`src/rtl/pte_ins_pkg.sv`:
```
package pte_ins_pkg;
  localparam int unsigned GROUP_SLOTS = 8;
  localparam int unsigned SLOT_W      = $clog2(GROUP_SLOTS);
  localparam int unsigned PAGE_SHIFT  = 12;
  localparam int unsigned PN_W        = 32 - PAGE_SHIFT;
  localparam int unsigned HASH_W      = 19;

  typedef enum logic [2:0] {
    ST_IDLE,
    ST_READ,
    ST_CHECK,
    ST_WR_LO,
    ST_WR_HI,
    ST_FIN,
    ST_FAIL
  } ins_state_e;
endpackage

```
`src/rtl/pte_hash_addr.sv`:
```
module pte_hash_addr
  import pte_ins_pkg::*;
(
  input  logic [15:0]       org_i,
  input  logic [8:0]        mask_i,
  input  logic [HASH_W-1:0] vsid_lo_i,
  input  logic [15:0]       pidx_i,
  input  logic              sec_i,
  output logic [31:0]       grp_o
);
  logic [HASH_W-1:0] h_pri;
  logic [HASH_W-1:0] h_sel;
  logic [8:0]        mid;

  assign h_pri = {{(HASH_W-16){1'b0}}, pidx_i} ^ vsid_lo_i;
  assign h_sel = sec_i ? ~h_pri : h_pri;
  // masked upper hash merged into the maskable origin bits
  assign mid   = (h_sel[18:10] & mask_i) | org_i[8:0];
  assign grp_o = {org_i[15:9], mid, h_sel[9:0], 6'b000000};
endmodule

```
`src/rtl/pte_word_pack.sv`:
```
module pte_word_pack
  import pte_ins_pkg::*;
(
  input  logic [23:0]     vsid_i,
  input  logic [5:0]      api_i,
  input  logic            sec_i,
  input  logic [PN_W-1:0] rpn_i,
  input  logic [3:0]      wimg_i,
  input  logic [1:0]      pp_i,
  output logic [31:0]     hi_o,
  output logic [31:0]     lo_o
);
  assign hi_o = {1'b1, vsid_i, sec_i, api_i};
  // referenced and changed preset on insertion
  assign lo_o = {rpn_i, 3'b000, 1'b1, 1'b1, wimg_i, 1'b0, pp_i};
endmodule

```
`src/rtl/pte_page_step.sv`:
```
module pte_page_step
  import pte_ins_pkg::*;
#(
  parameter int unsigned CNT_W = 16
) (
  input  logic             clk_i,
  input  logic             rst_ni,
  input  logic             load_i,
  input  logic [PN_W-1:0]  epn_i,
  input  logic [PN_W-1:0]  ppn_i,
  input  logic [CNT_W-1:0] count_i,
  input  logic             adv_i,
  output logic [PN_W-1:0]  epn_o,
  output logic [PN_W-1:0]  ppn_o,
  output logic [CNT_W-1:0] placed_o,
  output logic             last_o
);
  logic [PN_W-1:0]  epn_q, ppn_q;
  logic [CNT_W-1:0] placed_q, total_q;

  always_ff @(posedge clk_i or negedge rst_ni) begin
    if (!rst_ni) begin
      epn_q    <= '0;
      ppn_q    <= '0;
      placed_q <= '0;
      total_q  <= '0;
    end else if (load_i) begin
      epn_q    <= epn_i;
      ppn_q    <= ppn_i;
      placed_q <= '0;
      total_q  <= count_i;
    end else if (adv_i) begin
      epn_q    <= epn_q + 1'b1;
      ppn_q    <= ppn_q + 1'b1;
      placed_q <= placed_q + 1'b1;
    end
  end

  assign epn_o    = epn_q;
  assign ppn_o    = ppn_q;
  assign placed_o = placed_q;
  assign last_o   = (CNT_W'(placed_q + 1'b1) == total_q);
endmodule

```
`src/rtl/pte_ins_top.sv`:
```
module pte_ins_top
  import pte_ins_pkg::*;
#(
  parameter int unsigned CNT_W = 16
) (
  input  logic             clk_i,
  input  logic             rst_ni,
  input  logic             start_i,
  input  logic [31:0]      sdr1_i,
  input  logic [23:0]      vsid_i,
  input  logic [31:0]      ea_i,
  input  logic [31:0]      pa_i,
  input  logic [CNT_W-1:0] count_i,
  input  logic [3:0]       wimg_i,
  input  logic [1:0]       pp_i,
  input  logic             ident_i,
  output logic             busy_o,
  output logic             done_o,
  output logic             err_o,
  output logic [31:0]      fail_ea_o,
  output logic [CNT_W-1:0] installed_o,
  output logic             mem_req_o,
  output logic             mem_we_o,
  output logic [31:0]      mem_addr_o,
  output logic [31:0]      mem_wdata_o,
  input  logic [31:0]      mem_rdata_i
);
  ins_state_e state_q, state_d;
  logic [SLOT_W-1:0] slot_q, slot_d;
  logic              sec_q, sec_d;
  logic [15:0]       org_q;
  logic [8:0]        mask_q;
  logic [23:0]       vsid_q;
  logic [3:0]        wimg_q;
  logic [1:0]        pp_q;
  logic              ident_q;
  logic              load, adv, last;
  logic [PN_W-1:0]   epn, ppn, rpn;
  logic [31:0]       grp, hi_w, lo_w;

  logic unused_bits;
  assign unused_bits = ^{sdr1_i[15:9], ea_i[PAGE_SHIFT-1:0],
                         pa_i[PAGE_SHIFT-1:0], mem_rdata_i[30:0]};

  always_ff @(posedge clk_i or negedge rst_ni) begin
    if (!rst_ni) begin
      state_q <= ST_IDLE;
      slot_q  <= '0;
      sec_q   <= 1'b0;
      org_q   <= '0;
      mask_q  <= '0;
      vsid_q  <= '0;
      wimg_q  <= '0;
      pp_q    <= '0;
      ident_q <= 1'b0;
    end else begin
      state_q <= state_d;
      slot_q  <= slot_d;
      sec_q   <= sec_d;
      if (load) begin
        org_q   <= sdr1_i[31:16];
        mask_q  <= sdr1_i[8:0];
        vsid_q  <= vsid_i;
        wimg_q  <= wimg_i;
        pp_q    <= pp_i;
        ident_q <= ident_i;
      end
    end
  end

  pte_page_step #(.CNT_W(CNT_W)) i_step (
    .clk_i    (clk_i),
    .rst_ni   (rst_ni),
    .load_i   (load),
    .epn_i    (ea_i[31:PAGE_SHIFT]),
    .ppn_i    (pa_i[31:PAGE_SHIFT]),
    .count_i  (count_i),
    .adv_i    (adv),
    .epn_o    (epn),
    .ppn_o    (ppn),
    .placed_o (installed_o),
    .last_o   (last)
  );

  pte_hash_addr i_hash (
    .org_i     (org_q),
    .mask_i    (mask_q),
    .vsid_lo_i (vsid_q[HASH_W-1:0]),
    .pidx_i    (epn[15:0]),
    .sec_i     (sec_q),
    .grp_o     (grp)
  );

  assign rpn = ident_q ? epn : ppn;

  pte_word_pack i_pack (
    .vsid_i (vsid_q),
    .api_i  (epn[15:10]),
    .sec_i  (sec_q),
    .rpn_i  (rpn),
    .wimg_i (wimg_q),
    .pp_i   (pp_q),
    .hi_o   (hi_w),
    .lo_o   (lo_w)
  );

  always_comb begin
    state_d   = state_q;
    slot_d    = slot_q;
    sec_d     = sec_q;
    load      = 1'b0;
    adv       = 1'b0;
    mem_req_o = 1'b0;
    mem_we_o  = 1'b0;
    unique case (state_q)
      ST_IDLE: begin
        if (start_i) begin
          load    = 1'b1;
          slot_d  = '0;
          sec_d   = 1'b0;
          state_d = (count_i == '0) ? ST_FIN : ST_READ;
        end
      end
      ST_READ: begin
        mem_req_o = 1'b1;
        state_d   = ST_CHECK;
      end
      ST_CHECK: begin
        if (!mem_rdata_i[31]) begin
          state_d = ST_WR_LO;
        end else if (slot_q == SLOT_W'(GROUP_SLOTS - 1)) begin
          if (sec_q) begin
            state_d = ST_FAIL;
          end else begin
            sec_d   = 1'b1;
            slot_d  = '0;
            state_d = ST_READ;
          end
        end else begin
          slot_d  = slot_q + 1'b1;
          state_d = ST_READ;
        end
      end
      ST_WR_LO: begin
        mem_req_o = 1'b1;
        mem_we_o  = 1'b1;
        state_d   = ST_WR_HI;
      end
      ST_WR_HI: begin
        mem_req_o = 1'b1;
        mem_we_o  = 1'b1;
        adv       = 1'b1;
        if (last) begin
          state_d = ST_FIN;
        end else begin
          slot_d  = '0;
          sec_d   = 1'b0;
          state_d = ST_READ;
        end
      end
      ST_FIN:  state_d = ST_IDLE;
      ST_FAIL: state_d = ST_IDLE;
      default: state_d = ST_IDLE;
    endcase
  end

  assign mem_addr_o  = grp | {26'd0, slot_q, (state_q == ST_WR_LO), 2'b00};
  assign mem_wdata_o = (state_q == ST_WR_LO) ? lo_w : hi_w;
  assign busy_o      = (state_q != ST_IDLE);
  assign done_o      = (state_q == ST_FIN);
  assign err_o       = (state_q == ST_FAIL);
  assign fail_ea_o   = {epn, {PAGE_SHIFT{1'b0}}};
endmodule

```
`config.mk`:
```
export PLATFORM = sky130hd
export DESIGN_NAME = pte_ins_top
export DESIGN_NICKNAME = d
export VERILOG_FILES = /design/src/rtl/pte_ins_pkg.sv /design/src/rtl/pte_hash_addr.sv /design/src/rtl/pte_word_pack.sv /design/src/rtl/pte_page_step.sv /design/src/rtl/pte_ins_top.sv
export SDC_FILE = /design/constraint.sdc
export NUM_CORES = 1
export LEC_CHECK = 0
export ABC_AREA = 1
export CAP_MARGIN = 40
export CORE_MARGIN = 2
export CORE_UTILIZATION = 49
export DETAILED_ROUTE_END_ITERATION = 6
export PLACE_DENSITY = 0.83
export SLEW_MARGIN = 40
export SYNTH_ARGS = -nofsm -noshare
export SYNTH_HDL_FRONTEND = slang
export SYNTH_SLANG_ARGS = --single-unit
```
`constraint.sdc`:
```
create_clock -name clk_i -period 5 [get_ports clk_i]
set_clock_uncertainty 0.05 [all_clocks]
set_input_delay 0.5 -clock clk_i [delete_from_list [all_inputs] [get_ports clk_i]]
set_output_delay 0.5 -clock clk_i [all_outputs]
set_load 0.01 [all_outputs]
```
==> metrics, run 1 <==
Worst Path Required 4.45 ns; top cells by area, synth dfrtp_1 42%, nand2_1 15%, o21ai_0 6.0%, inv_1 5.0%, xor2_1 3.8%; row count 46; RSZ-0062 raised after global routing no; HPWL after DPL 17.3 mm; clock root cell clkbuf_16; wirelength, routed 24.0 mm; via count 7941; Die H 132 µm; overall routing resource usage 0.276; CP Launch Type register; Tmin final 3.31 ns; Synth Instances 1085; CTS H-tree lvls 4; status finished clean; fin. max-slew vios 0; top_reg_cell synth dfrtp_1; Post-DRT Antenna Nets 0; die width 132 µm; PortBufs 218; Yosys top cell by area dfrtp_1; f_max 0.302 GHz; largest net degree at the start of global routing 95; nets 1453; most frequent cells in the layout 327 x nand2_1, 217 x clkdlybuf4s50_1, 134 x dfrtp_1, 107 x inv_1, 96 x o21ai_0; Tcrit/Tclk final 0.662; CP arrival 2.76 ns; Die ar. 17400 µm²; Remaining Overflow, GRT 0; Pwr per Cell Area 608 nW/µm²; critical path endpoint category output port; post-synthesis sequential area ratio 0.420; DR pass1 iterations 7; initial antenna violation count 1; core area 15900 µm²; initial cell density of the core 0.504; EDFF count, synth 0; Max FO, Critical Path 49; Num CTS Buffers 17; Setup Buffers After CTS 0; Clock Sinks 135; initial DRC count 599; vias in the first global route 7683; Slew @ Worst Pin 0.813 ns; Lkg Pwr 4.85 nW; CTS tree built; Max Cap Viol 0; Resized cells post-CTS 0; most common cell after layout, fill and taps aside nand2_1; layout cells sized above 1 0.0601; DR WL/cell 16.1 µm; min-delay worst type primary input to asynchronous set/reset pin; CTS Buffer Depth 2; post-synthesis cell type count 38; Clock Latency Late Sink 0.42 ns; final RePlAce weighted congestion 0.905; cts hold-fix bufs 0; Slew HR 0.457; Reg clk slew, reported paths 0.06 ns; Pwr Total 6.59 mW; Max VDD drop 0.000446 V; Setup TNS Final 0 ns; Vias/cell 5.30; Async S/R FF share, synth 1.00; synthesized area 8040 µm²; Yosys top cell area share 0.420; Fin. Hold Viols 0; DRC viols 0; Top-Level Pins 295; setup violators final 0; Seq cells post-synth 135; Ys Warns 0; Setup CP Type register to output port; Ant. Diodes 0; first-pass GRT wire length 38.6 mm; synth-to-layout area growth 34.9%; syn_area_per_cell 7.41 µm²
==> metal layers <==
layer | GRT usage | wire length (µm)
met5 | 0 | 16
met3 | 0.0669 | 1850
met1 | 0.343 | 9880
met2 | 0.471 | 11600
met4 | 0.0966 | 633
==> stage by stage <==
| stage | cells | utilization | hold slack (ns) | worst slack [ns] | instance area [µm²] |
|---|---|---|---|---|---|
| after floorplan | 1098 | - | 0.154 | 3.06 | 8090 |
| after global placement | 1466 | 0.640 | 0.404 | 2.07 | 10200 |
| after detailed placement | 1467 | 0.642 | 0.408 | 2.11 | 10200 |
| after CTS | 1497 | 0.680 | 0.0804 | 1.67 | 10800 |
| after global routing | 1497 | 0.680 | 0.104 | 1.55 | 10800 |
| final | 1497 | 0.680 | 0.0389 | 1.69 | 10800 |
==> cells by family (layout without fill, tap and decap cells) <==
| group | Yosys count | in the layout | synth area share |
|---|---|---|---|
| AO/OA/AOI/OAI | 182 | 182 | 0.132 |
| other | 1 | 14 | 0.000467 |
| AND/OR/NAND/NOR | 523 | 523 | 0.279 |
| flip-flops | 135 | 135 | 0.420 |
| XOR/XNOR | 51 | 51 | 0.0574 |
| buffers and inverters | 188 | 371 | 0.103 |
| adder cells (fa/ha/maj) | 5 | 5 | 0.00778 |
==> state kept, by name (all words and copies together) (netlist names) <==
name / cells
org_q: 16
sec_q: 1
ident_q: 1
i_step.placed_o: 16
wimg_q: 4
i_step.epn_o: 20
state_q: 3
i_step.ppn_o: 20
mask_q: 9
i_step.total_q: 16
pp_q: 2
vsid_q: 24
slot_q: 3
==> power by group <==
part           switching (mW)  internal (mW)
registers               0.456           1.55
logic                    1.75           1.52
clock network           0.465          0.850
total                    2.67           3.92
==> worst max-delay path: stages, from the launching register on <==
cell             delay, ns
dfrtp_1               0.45
nor3_4                0.38
buf_4                 0.49
o211ai_1              0.22
o21ai_0               0.18
clkdlybuf4s50_1       0.62
==> path summary, 6_finish.rpt <==
path	startpoint	endpoint	slack, ns	cells past startpoint
max	state_q[2]	mem_wdata_o[27]	1.69	5
min	rst_ni	mask_q[2]	0.04	1
max reg2reg	state_q[0]	i_step.ppn_o[14]	2.23	10
min reg2reg	wimg_q[0]	wimg_q[0]	0.42	2
max in group asynchronous	rst_ni	vsid_q[20]	3.71	2
min in group clk_i	wimg_q[0]	wimg_q[0]	0.42	2
==> layout make-up <==
class,count,area [µm²]
clock inverter,10,153
clock buffer,20,457
multi-input combinational,775,3880
tap,216,270
inverter,114,428
sequential,135,3380
timing repair buffer,227,2270
fill,1341,5100
==> cell usage after synthesis, types with 8 or more instances <==
library cell,count
nand2_1,327
dfrtp_1,135
inv_1,108
o21ai_0,96
nor2_1,80
nand3_1,48
xor2_1,35
buf_4,27
clkbuf_1,27
nand4_1,21
o22ai_1,21
o211ai_1,20
buf_2,18
xnor2_1,15
nor3_1,14
a21oi_1,11
nor2_2,8
o21ai_1,8
No activity file was read; power rests on OpenSTA's default activity.
==> run 2, diff against run 1 <==
Settings changed: CORE_UTILIZATION 49 to 46, PLACE_DENSITY 0.83 to 0.78.
Clock period 5 ns to 3.3 ns, I/O delays scaled along.
==> run 2 against run 1 <==
The flow now finishes with violations (design-rule violations). Count of clock-buffer cells in the layout is the same. Register-to-register slack worse by 1.5 ns. Hold slack better by 0.35 ns. Die area up 6.3%. Highest routed layer unchanged. Critical path depth is the same. Non-clock buffer count increased by 6. Combinational power up 53%. Clock power up 57%. Total power up 53%. First-iteration DRC count decreased by 2.3%. Utilization shrank 4.4 points. Sequential cell count stayed put.
==> metrics, run 2 (same netlist as run 1, synthesis figures left out) <==
nets 1459; fin. max-slew vios 0; Clock Sinks 135; initial cell density of the core 0.468; Hold Path Sink mask_q[8]; largest net degree at the start of global routing 83; first-pass GRT wire length 39.0 mm; Clock Latency Late Sink 0.43 ns; synth-to-layout area growth 35.9%; Vias/cell 5.27; CP arrival 2.49 ns; most frequent cells in the layout 327 x nand2_1, 217 x clkdlybuf4s50_1, 135 x dfrtp_1, 108 x inv_1, 96 x o21ai_0; Crit-path slowest cell clkdlybuf4s50_1; Reg clk slew, reported paths 0.06 ns; Num CTS Buffers 17; core area 17200 µm²; status finished with violations; Slew @ Worst Pin 0.801 ns; RR Endpoint i_step.epn_o[6]; critical path endpoint category output port; Critical Path Max Stage Delay 0.61 ns; Slew HR 0.465; Max FO, Critical Path 48; FF-to-FF Start state_q[0]; overall routing resource usage 0.272; Setup Buffers After CTS 0; Max Cap Viol 0; dpl cells 1481; Fin. Hold Viols 0; Die H 136 µm; hold slack 0.392 ns; CTS Buffer Depth 2; Pwr per Cell Area 924 nW/µm²; DR pass1 iterations 7; row count 48; Setup CP Type register to output port; failing checks design-rule violations; CTS tree built; CP Launch Type register; final RePlAce weighted congestion 0.870; Ant. Diodes 0; PortBufs 218; Tcrit/Tclk final 0.868; HP Start sdr1_i[8]; Pwr Total 10.1 mW; Die ar. 18500 µm²; DR WL/cell 16.4 µm; min-delay worst type primary input to register; Top-Level Pins 295; HPWL after DPL 17.6 mm; clock root cell clkbuf_16; FF-to-FF setup slack 0.77 ns; f_max 0.349 GHz; Lkg Pwr 4.88 nW; via count 7974; register with the most flip-flops vsid_q; vias in the first global route 7668; die width 136 µm; Post-DRT Antenna Nets 0; initial DRC count 585; most common cell after layout, fill and taps aside nand2_1; post-route setup slack 0.434 ns; Setup TNS Final 0 ns; Worst Path Required 2.92 ns; layout cells sized above 1 0.0636; max reg flops 24; final cell count without fillers 1514; worst hold path stage count 3; FF-to-FF path depth 9; wirelength, routed 24.8 mm; Max VDD drop 0.000722 V; CP Cell Sequence nor3_4 > buf_12 > o211ai_1 > o21ai_0 > clkdlybuf4s50_1; setup violators final 0; DRC viols 1; RSZ-0062 raised after global routing no; initial antenna violation count 1; CTS H-tree lvls 4; Remaining Overflow, GRT 0; Tmin final 2.87 ns; dpl ws 0.800 ns
[run 2: what timing repair did]
action	4_1_cts	5_1_grt
hold buffers	1	0
gates resized for setup	0	0
hold endpoints to repair	78	0
setup endpoints to repair	0	0
[run 2: power breakdown]
part	switching [mW]	total (mW)	internal, mW
sequential	0.674	3.02	2.35
clock	0.760	2.06	1.30
combinational	2.69	5.01	2.31
[run 2: final cells by class]
| class | instances | area (µm²) |
|---|---|---|
| clock buffers | 20 | 457 |
| multi-input cells | 775 | 3880 |
| fillers | 1509 | 6260 |
| flip-flops and latches | 135 | 3380 |
| repair buffers | 233 | 2310 |
| well taps | 225 | 282 |
| inverters | 114 | 430 |
| clock inverters | 12 | 175 |
[run 2: stage by stage]
stage / util / cell area [µm²]
floorplan: - / 8090
global placement: 0.598 / 10300
detailed placement: 0.598 / 10300
CTS: 0.636 / 10900
global route: 0.636 / 10900
finish: 0.636 / 10900
[run 2: worst max-delay path by stage]
stage	depth (start not counted)	slack (ns)	to	from
after detailed placement	7	0.80	i_step.epn_o[6]	start_i
final	5	0.43	mem_wdata_o[30]	state_q[2]
after global placement	8	0.89	i_step.epn_o[15]	start_i
after CTS	5	0.45	mem_wdata_o[21]	state_q[2]
after global routing	5	0.29	mem_wdata_o[30]	state_q[2]
after floorplan	10	1.46	sec_q	i_step.placed_o[0]
[run 2: per-layer routing]
| metal | GRT usage | wire length [µm] | vias to the layer above |
|---|---|---|---|
| li1 | - | - | 3870 |
| met1 | 0.338 | 10000 | 3734 |
| met2 | 0.463 | 12100 | 333 |
| met3 | 0.0746 | 2240 | 35 |
| met4 | 0.0787 | 395 | 2 |
| met5 | 0 | 11 | - |
[run 2: worst max-delay path, delay by kind of cell, from the launching register on]
family	cells	cell delay (ns)
AO/OA/AOI/OAI	2	0.29
AND/OR/NAND/NOR	1	0.42
buffers and inverters	2	0.89
flip-flops	1	0.45
==> run 3, diff against run 2 <==
Settings changed: CORE_UTILIZATION 46 to 30, PLACE_DENSITY 0.78 to 0.54.
==> run 3 against run 2 <==
Sequential cell count stayed put. The run now ends clean. Die area up 52%. Highest routed layer unchanged. Largest power group unchanged. Critical endpoint unchanged. Global-route usage is 7.1 points lower.
==> metrics, run 3 (same netlist as run 1, synthesis figures left out) <==
status finished clean; Max VDD drop 0.000440 V; DR WL/cell 17.3 µm; Num CTS Buffers 17; DRC viols 0; final RePlAce weighted congestion 0.832; nets 1461; overall routing resource usage 0.201; Fin. Hold Viols 0; Reg clk slew, reported paths 0.07 ns; fin. max-slew vios 0; post-route setup slack 0.314 ns; first-pass GRT wire length 43.5 mm; largest net degree at the start of global routing 130; CP endpoint mem_wdata_o[30]; Tcrit/Tclk final 0.905; min-delay worst type primary input to register; critical path endpoint category output port; core area 26200 µm²; CP arrival 2.61 ns; Worst Path Required 2.92 ns; FF-to-FF Start state_q[0]; Die H 168 µm; Max FO, Critical Path 10; RSZ-0062 raised after global routing no; row count 59; Tmin final 2.99 ns; CP Launch Type register; Clock Sinks 135; CTS tree built; Post-DRT Antenna Nets 0; initial antenna violation count 3; Pwr Total 10.1 mW; Clock Latency Late Sink 0.43 ns; Lkg Pwr 4.84 nW; wirelength, routed 28.1 mm; Remaining Overflow, GRT 0; hold slack 0.386 ns; Slew @ Worst Pin 0.745 ns; f_max 0.335 GHz; register with the most flip-flops vsid_q; Top-Level Pins 295; synth-to-layout area growth 36.9%; CTS H-tree lvls 4; FF-to-FF setup slack 0.92 ns; RR Endpoint i_step.epn_o[14]; vias in the first global route 7532; clock root cell clkbuf_16; die width 168 µm; Setup TNS Final 0 ns; HPWL after DPL 20.5 mm; Vias/cell 4.83; Setup CP Type register to output port; launch point of the critical path state_q[2]; layout cells sized above 1 0.0643; via count 7858; FF-to-FF path depth 9; Pwr per Cell Area 914 nW/µm²; Max Cap Viol 0; max reg flops 24; dpl ws 0.761 ns; CTS Buffer Depth 2; most frequent cells in the layout 327 x nand2_1, 217 x clkdlybuf4s50_1, 135 x dfrtp_1, 108 x inv_1, 96 x o21ai_0; initial DRC count 783; most common cell after layout, fill and taps aside nand2_1; PortBufs 218; Slew HR 0.503; DR pass1 iterations 5; initial cell density of the core 0.307; setup violators final 0; Die ar. 28100 µm²
[run 3: cell types whose count changed in the layout (fill, tap and decap cells not counted)]
cell	delta
buf_12	+2
buf_6	+1
bufinv_16	-4
clkbuf_8	-2
clkinv_2	-2
clkinv_4	-1
clkinvlp_4	+3
diode_2	+1
inv_6	+3
inv_8	+1
[run 3: final cells by class]
class / count / area, µm²
Fill cell: 2708 / 15200
Clock inverter: 12 / 96.3
Antenna cell: 1 / 2.50
Multi-Input combinational cell: 775 / 3880
Inverter: 114 / 430
Clock buffer: 19 / 443
Sequential cell: 135 / 3380
Timing Repair Buffer: 235 / 2350
Tap cell: 335 / 419
[run 3: worst min path at each step]
stage / from / end / cells after the start
after floorplan: rst_ni / i_step.epn_o[0] / 0
after global placement: rst_ni / org_q[15] / 1
after detailed placement: rst_ni / org_q[15] / 1
after CTS: sdr1_i[23] / org_q[7] / 3
after global routing: sdr1_i[3] / mask_q[3] / 3
final: sdr1_i[23] / org_q[7] / 3
[run 3: per-layer routing]
layer	vias to the layer above	share of wire	global-route usage	wire length [µm]
met4	4	0.015	0.0495	422
met5	-	0.0011	0	30
met3	27	0.069	0.0485	1950
met2	273	0.46	0.322	12900
met1	3693	0.46	0.275	12800
li1	3861	-	-	-
[run 3: critical path, stage by stage (launching register included)]
cell             delay [ns]
dfrtp_1                0.44
nor3_4                 0.60
o211ai_1               0.21
o21ai_0                0.28
clkdlybuf4s50_1        0.65
[run 3: metrics by stage]
| step | std cells | util | instance area [µm²] |
|---|---|---|---|
| after floorplan | 1098 | - | 8090 |
| after global placement | 1593 | 0.399 | 10500 |
| after detailed placement | 1593 | 0.399 | 10500 |
| after CTS | 1625 | 0.420 | 11000 |
| after global routing | 1626 | 0.420 | 11000 |
| final | 1626 | 0.420 | 11000 |
[run 3: repair_timing]
action / in CTS / in global routing
hold buffers: 1 / 0
hold endpoints to repair: 69 / 0
gates resized for setup: 0 / 0
setup endpoints to repair: 0 / 0
buffers inserted: 0 / 0
[run 3: where the power goes]
group	leakage, nW	switching, mW	internal (mW)	total (mW)
clock	0.246	0.812	0.987	1.80
sequential	1.69	0.737	2.35	3.08
combinational	2.91	2.83	2.35	5.18
